[src/rtl/burst_addr_pkg.sv]
package burst_addr_pkg;

    localparam int LEN_W        = 8;
    localparam int SIZE_W       = 3;
    localparam int KIND_W       = 2;
    localparam int BYTES_W      = (1 << SIZE_W);   // wide enough for 2**7
    localparam int SHORT_BEATS  = 16;              // cap for FIXED and WRAP

    typedef enum logic [KIND_W-1:0] {
        KIND_FIXED = 2'd0,
        KIND_INCR  = 2'd1,
        KIND_WRAP  = 2'd2,
        KIND_RSVD  = 2'd3
    } burst_kind_e;

    // bytes carried by one beat for a given size code
    function automatic logic [BYTES_W-1:0] beat_bytes(input logic [SIZE_W-1:0] sz);
        return BYTES_W'(1) << sz;
    endfunction

    // wrap bursts need a power-of-two beat count between 2 and 16
    function automatic logic wrap_len_ok(input logic [LEN_W-1:0] len);
        return (len == 8'd1) || (len == 8'd3) || (len == 8'd7) || (len == 8'd15);
    endfunction

    // log2 of the beat count for the legal wrap lengths
    function automatic logic [2:0] wrap_beats_log2(input logic [LEN_W-1:0] len);
        case (len)
            8'd1:    return 3'd1;
            8'd3:    return 3'd2;
            8'd7:    return 3'd3;
            8'd15:   return 3'd4;
            default: return 3'd0;
        endcase
    endfunction

endpackage

[src/rtl/burst_cmd_check.sv]
module burst_cmd_check
    import burst_addr_pkg::*;
#(
    parameter int ADDR_W = 32
) (
    input  logic [ADDR_W-1:0] addr,
    input  logic [LEN_W-1:0]  len,
    input  logic [SIZE_W-1:0] size,
    input  burst_kind_e       kind,
    output logic              legal,
    output logic [ADDR_W-1:0] bound,
    output logic [ADDR_W-1:0] span
);

    logic [ADDR_W-1:0] unit;
    logic              aligned;

    always_comb begin
        unit    = ADDR_W'(beat_bytes(size));
        aligned = ((addr & (unit - 1'b1)) == '0);
        span    = unit << wrap_beats_log2(len);
        bound   = addr & ~(span - 1'b1);
        case (kind)
            KIND_FIXED: legal = (int'(len) < SHORT_BEATS);
            KIND_INCR:  legal = 1'b1;
            KIND_WRAP:  legal = wrap_len_ok(len) && aligned;
            default:    legal = 1'b0;
        endcase
    end

endmodule

[src/rtl/burst_addr_step.sv]
module burst_addr_step
    import burst_addr_pkg::*;
#(
    parameter int ADDR_W = 32
) (
    input  logic [ADDR_W-1:0] cur,
    input  burst_kind_e       kind,
    input  logic [SIZE_W-1:0] size,
    input  logic [ADDR_W-1:0] bound,
    input  logic [ADDR_W-1:0] span,
    output logic [ADDR_W-1:0] nxt
);

    logic [ADDR_W-1:0] unit;
    logic [ADDR_W-1:0] stepped;

    always_comb begin
        unit    = ADDR_W'(beat_bytes(size));
        stepped = (cur & ~(unit - 1'b1)) + unit;
        case (kind)
            KIND_INCR: nxt = stepped;
            KIND_WRAP: nxt = (stepped == bound + span) ? bound : stepped;
            default:   nxt = cur;
        endcase
    end

endmodule

[src/rtl/burst_addr_seq.sv]
module burst_addr_seq
    import burst_addr_pkg::*;
#(
    parameter int ADDR_W = 32
) (
    input  logic              clk,
    input  logic              rst,
    input  logic              cmd_valid,
    output logic              cmd_ready,
    input  logic [ADDR_W-1:0] cmd_addr,
    input  logic [LEN_W-1:0]  cmd_len,
    input  logic [SIZE_W-1:0] cmd_size,
    input  logic [KIND_W-1:0] cmd_kind,
    output logic              cmd_err,
    output logic              beat_valid,
    input  logic              beat_ready,
    output logic [ADDR_W-1:0] beat_addr,
    output logic              beat_last
);

    typedef struct packed {
        logic              busy;
        burst_kind_e       kind;
        logic [SIZE_W-1:0] size;
        logic [LEN_W-1:0]  remain;
        logic [ADDR_W-1:0] addr;
        logic [ADDR_W-1:0] bound;
        logic [ADDR_W-1:0] span;
    } walk_t;

    walk_t             st;
    logic              err_q;
    logic              cmd_legal;
    logic [ADDR_W-1:0] cmd_bound;
    logic [ADDR_W-1:0] cmd_span;
    logic [ADDR_W-1:0] next_addr;
    logic              accept;
    logic              take;
    burst_kind_e       kind_in;

    assign kind_in = burst_kind_e'(cmd_kind);

    burst_cmd_check #(.ADDR_W(ADDR_W)) u_check (
        .addr  (cmd_addr),
        .len   (cmd_len),
        .size  (cmd_size),
        .kind  (kind_in),
        .legal (cmd_legal),
        .bound (cmd_bound),
        .span  (cmd_span)
    );

    burst_addr_step #(.ADDR_W(ADDR_W)) u_step (
        .cur   (st.addr),
        .kind  (st.kind),
        .size  (st.size),
        .bound (st.bound),
        .span  (st.span),
        .nxt   (next_addr)
    );

    assign cmd_ready = !st.busy;
    assign accept    = cmd_valid && cmd_ready;
    assign take      = st.busy && beat_ready;

    always_ff @(posedge clk) begin
        if (rst) begin
            st    <= '0;
            err_q <= 1'b0;
        end else begin
            err_q <= accept && !cmd_legal;
            if (accept && cmd_legal) begin
                st.busy   <= 1'b1;
                st.kind   <= kind_in;
                st.size   <= cmd_size;
                st.remain <= cmd_len;
                st.addr   <= cmd_addr;
                st.bound  <= cmd_bound;
                st.span   <= cmd_span;
            end else if (take) begin
                if (st.remain == '0) begin
                    st.busy <= 1'b0;
                end else begin
                    st.addr   <= next_addr;
                    st.remain <= st.remain - 1'b1;
                end
            end
        end
    end

    assign beat_valid = st.busy;
    assign beat_addr  = st.addr;
    assign beat_last  = st.busy && (st.remain == '0);
    assign cmd_err    = err_q;

endmodule

[config.mk]
export PLATFORM = sky130hd
export DESIGN_NAME = burst_addr_seq
export DESIGN_NICKNAME = d
export VERILOG_FILES = /design/src/rtl/burst_addr_pkg.sv /design/src/rtl/burst_cmd_check.sv /design/src/rtl/burst_addr_step.sv /design/src/rtl/burst_addr_seq.sv
export SDC_FILE = /design/constraint.sdc
export NUM_CORES = 1
export LEC_CHECK = 0
export BUFFER_PORTS_ARGS = -buffer_cell sky130_fd_sc_hd__clkbuf_2
export CORE_MARGIN = 1.5
export CORE_UTILIZATION = 60
export DETAILED_ROUTE_END_ITERATION = 10
export GPL_TIMING_DRIVEN = 0
export PLACE_DENSITY = 0.79
export REMOVE_ABC_BUFFERS = 1
export SYNTH_ARGS = -nofsm -noshare
export SYNTH_HDL_FRONTEND = slang
export SYNTH_SLANG_ARGS = --single-unit
export TNS_END_PERCENT = 100
[constraint.sdc]
create_clock -name clk -period 7.99 [get_ports clk]
set_clock_uncertainty 0.1 [all_clocks]
set_input_delay 0.799 -clock clk [delete_from_list [all_inputs] [get_ports clk]]
set_output_delay 0.799 -clock clk [all_outputs]
set_load 0.03 [all_outputs]
==> results.tsv, run 1 <==
metric	value	unit
# DRC	0	
Period minus WS final	6.03	ns
first-pass GRT wire length	34.7	mm
DP HPWL	15.5	mm
Least-Margin Pin Slew	0.957	ns
Post-synth top cells	nand2_1 (109), dfxtp_1 (94), a21oi_1 (80), nor2_1 (68)	
count leader, synth	nand2_1	
Final setup viols	0	
post-synthesis xor/xnor area fraction	12.5	%
status	finished, final reports clean	
initial antenna violation count	0	
Synth Flop Type	dfxtp_1	
Slowest-stage cell, CP	dfxtp_1	
H-tree depth	3	
nets@finish	1066	
total track usage	32.9	%
Die Ht	116	µm
Final Max Tran Viols	0	
Num CTS Buffers	9	
DR vias	7567	
Final Instance Area	8310	µm²
CP bufs+invs	1	
CP arrival	6.19	ns
Initial Util	61.5	%
largest net degree at the start of global routing	80	
final hold violations	0	
R2R setup slack	1.96	ns
number of global-route vias before repair	6655	
synth warn	0	
post-synthesis mux area share	2.64	%
wire length per cell	18.7	µm
post-synth top area share	24.4	%
Critical Path RT	8.16	ns
Clock Pin Slew Worst Setup and Hold Paths	0.07	ns
Die Footprint	13600	µm²
post-cts resize count	0	
Largest stage delay, worst path	0.80	ns
fmax	0.166	GHz
area leader, netlist	dfxtp_1	
post-synthesis adder-cell area fraction	3.66	%
Worst Hold Class	register to register	
share of cells above drive strength 1	14.0	%
WL final	21.9	mm
CTS root buf	clkbuf_16	
post-CTS setup buffer count	0	
critical path type	register to register	
P&R area growth vs syn	7.60	%
Worst setup EP type	register	
final weighted congestion in routability-driven placement	0.949	
vias per inst	6.46	
Rows	41	
non-filler cells, final	1172	
FFs w/ async S/R, synth	0	%
Clk Latency, worst-skew pair	0.36	ns
Pleak	3.30	nW
total gr overflow	0	
combinational family with the most area after synthesis	simple AND/OR/NAND/NOR gates	
core area	12600	µm²
RSZ-0062 raised after global routing	false	
Placed Area	7970	µm²
max_cap viols	0	
placed cells	1155	
antenna-violating nets left	0	
simple-gate share of the synthesized area	26.7	%
Slew HR	36.1	%
peak supply drop	0.188	mV
sequential fraction of the synthesis area	24.4	%
Setup TNS	0	ns
Netlist Area Pre-Place	7720	µm²
clock sinks	94	
final clock period utilization by the worst path	75.4	%
hold-fix buffers at CTS	0	
Synth Area in Compound Gates	22.5	%
EDFF count, synth	0	
TritonRoute pass-1 iters	5	
P per Cell Area	144	nW/µm²
clock tree buffer depth	2	
boundary pin count	85	
Mean Syn Cell Area	7.78	µm²
CP Cell Sequence	xnor2_1 -> nor3_1 -> ha_1 -> mux4_2 -> nor3_1 -> xnor2_1 -> nand2_1 -> nor4_1 -> nand3b_1 -> or4b_1 -> nor4b_1 -> nand3_1 -> buf_16 -> mux2i_1 -> a211oi_1	
antenna fix cells	0	
CTS tree	done	
Area contributors post-synth	dfxtp_1 (24%), xnor2_1 (5.8%), nand2_1 (5.3%)	
IO Port Bufs	84	
Max FO, Critical Path	21	
Synth Instances	993	
number of DRC markers in iteration 0	781	
Top delay family on crit path	simple AND/OR/NAND/NOR gates	
Setup crit start kind	register	
Filler cells	1117	
Yosys cell types	80	
Die X	116	µm
Yosys reg bits	94	
path summary, 6_finish.rpt:
kind,start,to,cells past startpoint
max reg2reg,st[104]$_SDFFE_PP0P_,beat_addr[11]$_SDFFE_PP0P_,15
min,st[7]$_SDFFE_PP0P_,st[7]$_SDFFE_PP0P_,2
min reg2reg,st[7]$_SDFFE_PP0P_,st[7]$_SDFFE_PP0P_,2
max,st[104]$_SDFFE_PP0P_,beat_addr[11]$_SDFFE_PP0P_,15
per-stage QoR:
step	power (mW)	hold slack [ns]	utilization, %	worst slack [ns]
finish	1.20	0.363	66.1	1.96
global route	1.24	0.387	66.1	1.61
CTS	1.20	0.362	65.9	1.76
detailed placement	0.747	0.354	63.4	1.79
global placement	0.739	0.350	62.4	0.352
floorplan	0.663	0.330	-	3.06
layout make-up:
type	count	area (µm²)	share of cell area (%)
Clock inverter	5	57.6	0.693
Inverter	18	67.6	0.813
Multi-Input combinational cell	782	5280	63.5
Clock buffer	11	253	3.04
Timing Repair Buffer	90	561	6.74
Tap cell	172	215	2.59
Sequential cell	94	1880	22.6
cell families after synthesis:
kind of cell	count (synthesis)
AND/OR/NAND/NOR	395
AO/OA/AOI/OAI	254
buffers and inverters	117
flip-flops	94
XOR/XNOR	91
adder cells (fa/ha/maj)	22
multiplexers	19
other	1
tightest hold or removal path, stage by stage, from the launching register on:
cell and delay, ns:
dfxtp_1 0.31, nand2_1 0.05, a21oi_1 0.05
state kept, by name (all words and copies together) (netlist names):
register    cells
st             60
beat_valid      1
cmd_err         1
beat_addr      32
layout by cell type, fill, tap and decap left out, drive strengths merged, types with 18 or more instances in the layout:
cell,n
nand4,18
nand3,42
nor2,69
a211oi,27
a21oi,80
nor3,32
clkbuf,95
o21ai,26
ha,21
xor2,28
nand2,109
xnor2,51
dfxtp,94
metal layers:
layer  up-vias  GRT usage (%)  share of wire (%)
li1       3622              -                  -
met1      3573           48.6                 46
met2       342           48.7                 43
met3        30           5.45                8.9
met4         0           10.9                1.7
met5         -              0                  0
where the power goes:
group          internal [mW]  switching, mW  total [mW]
registers              0.487         0.0270       0.514
logic                 0.0890          0.139       0.228
clock network          0.259          0.195       0.454
No activity file was read; power rests on OpenSTA's default activity.
==> run 2, diff against run 1 <==
--- a/config.mk
+++ b/config.mk
@@ -5,6 +5,7 @@
 export SDC_FILE = /design/constraint.sdc
 export NUM_CORES = 1
 export LEC_CHECK = 0
+export ABC_AREA = 1
 export BUFFER_PORTS_ARGS = -buffer_cell sky130_fd_sc_hd__clkbuf_2
 export CORE_MARGIN = 1.5
 export CORE_UTILIZATION = 60
==> constraint.sdc (replaced) <==
create_clock -name clk -period 6 [get_ports clk]
set_clock_uncertainty 0.1 [all_clocks]
set_input_delay 0.6 -clock clk [delete_from_list [all_inputs] [get_ports clk]]
set_output_delay 0.6 -clock clk [all_outputs]
set_load 0.03 [all_outputs]
==> results.tsv, run 2 <==
metric	value	unit	change
status	finished, final reports clean		
total track usage	36.8	%	+3.9 points
FFs w/ async S/R, synth	0	%	unchanged
post-synth top area share	21.3	%	-3.1 points
clock sinks	94		unchanged
post-CTS setup buffer count	0		unchanged
Netlist Area Pre-Place	8840	µm²	+14%
share of cells above drive strength 1	8.86	%	-5.1 points
max layer used	met5		
Mean Syn Cell Area	5.67	µm²	-27%
Crit Reg-Reg Startpoint	st[106]$_SDFFE_PP0P_		
Slew HR	6.80	%	-29 points
WHS	0.349	ns	-0.0141 ns
post-cts resize count	0		unchanged
IO Port Bufs	84		unchanged
P&R area growth vs syn	6.86	%	
core area	14500	µm²	+15%
Setup TNS	0	ns	unchanged
EDFF count, synth	0		unchanged
Least-Margin Pin Slew	1.40	ns	+0.441 ns
Final Instance Area	9450	µm²	+14%
CP Cell Sequence	nor2_4 -> inv_1 -> nor3_1 -> ha_1 -> inv_1 -> nand2_1 -> nand3_1 -> nand2_1 -> nand3_1 -> nand2_1 -> nand3_1 -> nand2_1 -> nand2_1 -> nand2_1 -> nand3_1 -> nor3_4 -> nand3_4 -> nand2_1 -> nand3_1 -> a21oi_1		
critical path type	register to register		
clock tree buffer depth	2		unchanged
Slowest-stage cell, CP	nor3_4		
final clock period utilization by the worst path	87.5	%	+12 points
Critical Path RT	6.19	ns	-1.97 ns
non-filler cells, final	1765		+51%
antenna-violating nets left	0		unchanged
WL final	28.9	mm	+32%
number of DRC markers in iteration 0	1094		+40%
Die Footprint	15500	µm²	+14%
hold-fix buffers at CTS	0		unchanged
Clock Pin Slew Worst Setup and Hold Paths	0.08	ns	about the same
CP arrival	5.44	ns	-0.75 ns
Worst setup EP type	register		
number of global-route vias before repair	9136		+37%
area leader, netlist	dfxtp_1		
vias per inst	5.79		-10%
CP dominant cell by count	nand2_1		
Setup crit start kind	register		
Area contributors post-synth	dfxtp_1 (21%), nand2_1 (20%), nand3_1 (10%)		
commonest non-fill, non-tap cell in the layout	nand2_1		
max_cap viols	0		unchanged
met3 routed WL	3.25	mm	+67%
HP Start	st[12]$_SDFFE_PP0P_		
count leader, synth	nand2_1		
P per Cell Area	196	nW/µm²	+36%
boundary pin count	85		unchanged
placed cells	1749		+51%
Period minus WS final	5.25	ns	-0.778 ns
Clk Latency, worst-skew pair	0.37	ns	about the same
largest net degree at the start of global routing	71		-11%
Hold Path Sink	st[12]$_SDFFE_PP0P_		
Synth Flop Type	dfxtp_1		
largest register by flop count	st		
TritonRoute pass-1 iters	8		+3
wire length per cell	16.4	µm	-12%
total gr overflow	0		unchanged
Synth Instances	1559		+57%
most frequent cells in the layout	nand2_1 (468), inv_1 (210), nand3_1 (177)		
RSZ-0062 raised after global routing	false		
Final Max Tran Viols	0		unchanged
Yosys cell types	48		-40%
first-pass GRT wire length	45.8	mm	+32%
CTS tree	done		
CTS root buf	clkbuf_16		
Post-synth top cells	nand2_1 (468), inv_1 (210), nand3_1 (177), a21oi_1 (116), nor2_1 (108)		
DP HPWL	21.5	mm	+38%
fmax	0.191	GHz	+15%
Max FO, Critical Path	32		+52%
synth warn	0		unchanged
# DRC	0		unchanged
Final Worst Setup Slack	0.753	ns	-1.21 ns
Yosys reg bits	94		unchanged
DR vias	10200		+35%
Initial Util	61.1	%	-0.38 points
r2r endpoint	beat_addr[13]$_SDFFE_PP0P_		
Num CTS Buffers	9		unchanged
Die X	124	µm	+6.8%
Pleak	4.55	nW	+38%
final weighted congestion in routability-driven placement	0.996		+4.9%
Hold Crit Depth	2		unchanged
worst reg2reg path depth	20		+5
Placed Area	9090	µm²	+14%
Largest stage delay, worst path	0.85	ns	+0.05 ns
Die Ht	124	µm	+6.8%
Final setup viols	0		unchanged
WL met2	12.1	mm	+28%
Worst Hold Class	register to register		
DP Worst Slack	0.435	ns	-1.36 ns
H-tree depth	3		unchanged
antenna fix cells	0		unchanged
max FFs per register	60		unchanged
DRT met1 WL	12.8	mm	+27%
R2R setup slack	0.75	ns	-1.21 ns
final hold violations	0		unchanged
Rows	44		+7.3%
sequential fraction of the synthesis area	21.3	%	-3.1 points
initial antenna violation count	1		+1
nets@finish	1647		+55%
peak supply drop	0.143	mV	-24%
## run 2: changes by cell type in the layout (fill, tap and decap cells not counted), sizes merged, moves of 16 or more
cell	previous run	this run
nand2	109	470
inv	17	221
nand3	42	185
o21ai	26	93
nand4	18	63
nor2	69	114
xnor2	51	9
a21oi	80	118
a211oi	27	1
o22ai	17	1
## run 2: layout make-up
type / count / area, µm²
Fill cell: 1482 / 5030
Tap cell: 184 / 230
Inverter: 219 / 822
Clock inverter: 6 / 115
Multi-Input combinational cell: 1165 / 5680
Sequential cell: 94 / 1880
Timing Repair Buffer: 87 / 483
Clock buffer: 10 / 239
## run 2: cell families after synthesis
group	after synthesis	synth area share [%]
AO/OA/AOI/OAI	224	13.1
XOR/XNOR	22	2.18
adder cells (fa/ha/maj)	22	3.20
buffers and inverters	300	14.7
flip-flops	94	21.3
multiplexers	2	0.226
other	1	0.0424
AND/OR/NAND/NOR	894	45.2
## run 2: where the power goes
group / internal, mW / switching, mW / total (mW)
Clock: 0.423 / 0.283 / 0.705
Sequential: 0.658 / 0.0494 / 0.708
Combinational: 0.127 / 0.313 / 0.440
Total: 1.21 / 0.644 / 1.85
## run 2: worst max path at each step
stage	from	to	slack, ns	cells past startpoint
finish	st[106]$_SDFFE_PP0P_	beat_addr[13]$_SDFFE_PP0P_	0.75	20
detailed placement	cmd_len[4]	beat_addr[9]$_SDFFE_PP0P_	0.43	14
floorplan	cmd_len[4]	beat_addr[2]$_SDFFE_PP0P_	1.38	13
CTS	cmd_len[4]	beat_addr[9]$_SDFFE_PP0P_	0.75	14
global route	cmd_len[4]	beat_addr[9]$_SDFFE_PP0P_	0.24	14
global placement	cmd_len[4]	beat_addr[9]$_SDFFE_PP0P_	-0.89	14
## run 2: through the flow
step,utilization (%),power (mW)
CTS,65.3,1.84
finish,65.3,1.85
floorplan,-,0.992
global placement,62.2,1.13
detailed placement,62.8,1.15
global route,65.3,1.92
## run 2: worst max-delay path: cells and delay by family (launching register included)
kind,cells,cell delay [ns]
AND/OR/NAND/NOR,16,4.07
buffers and inverters,2,0.12
AO/OA/AOI/OAI,1,0.13
flip-flops,1,0.48
adder cells (fa/ha/maj),1,0.22
## run 2: layer usage
layer	vias up	track usage (%)
li1	5095	-
met1	4603	51.3
met2	468	55.2
met3	52	8.63
met4	2	13.8
met5	-	0
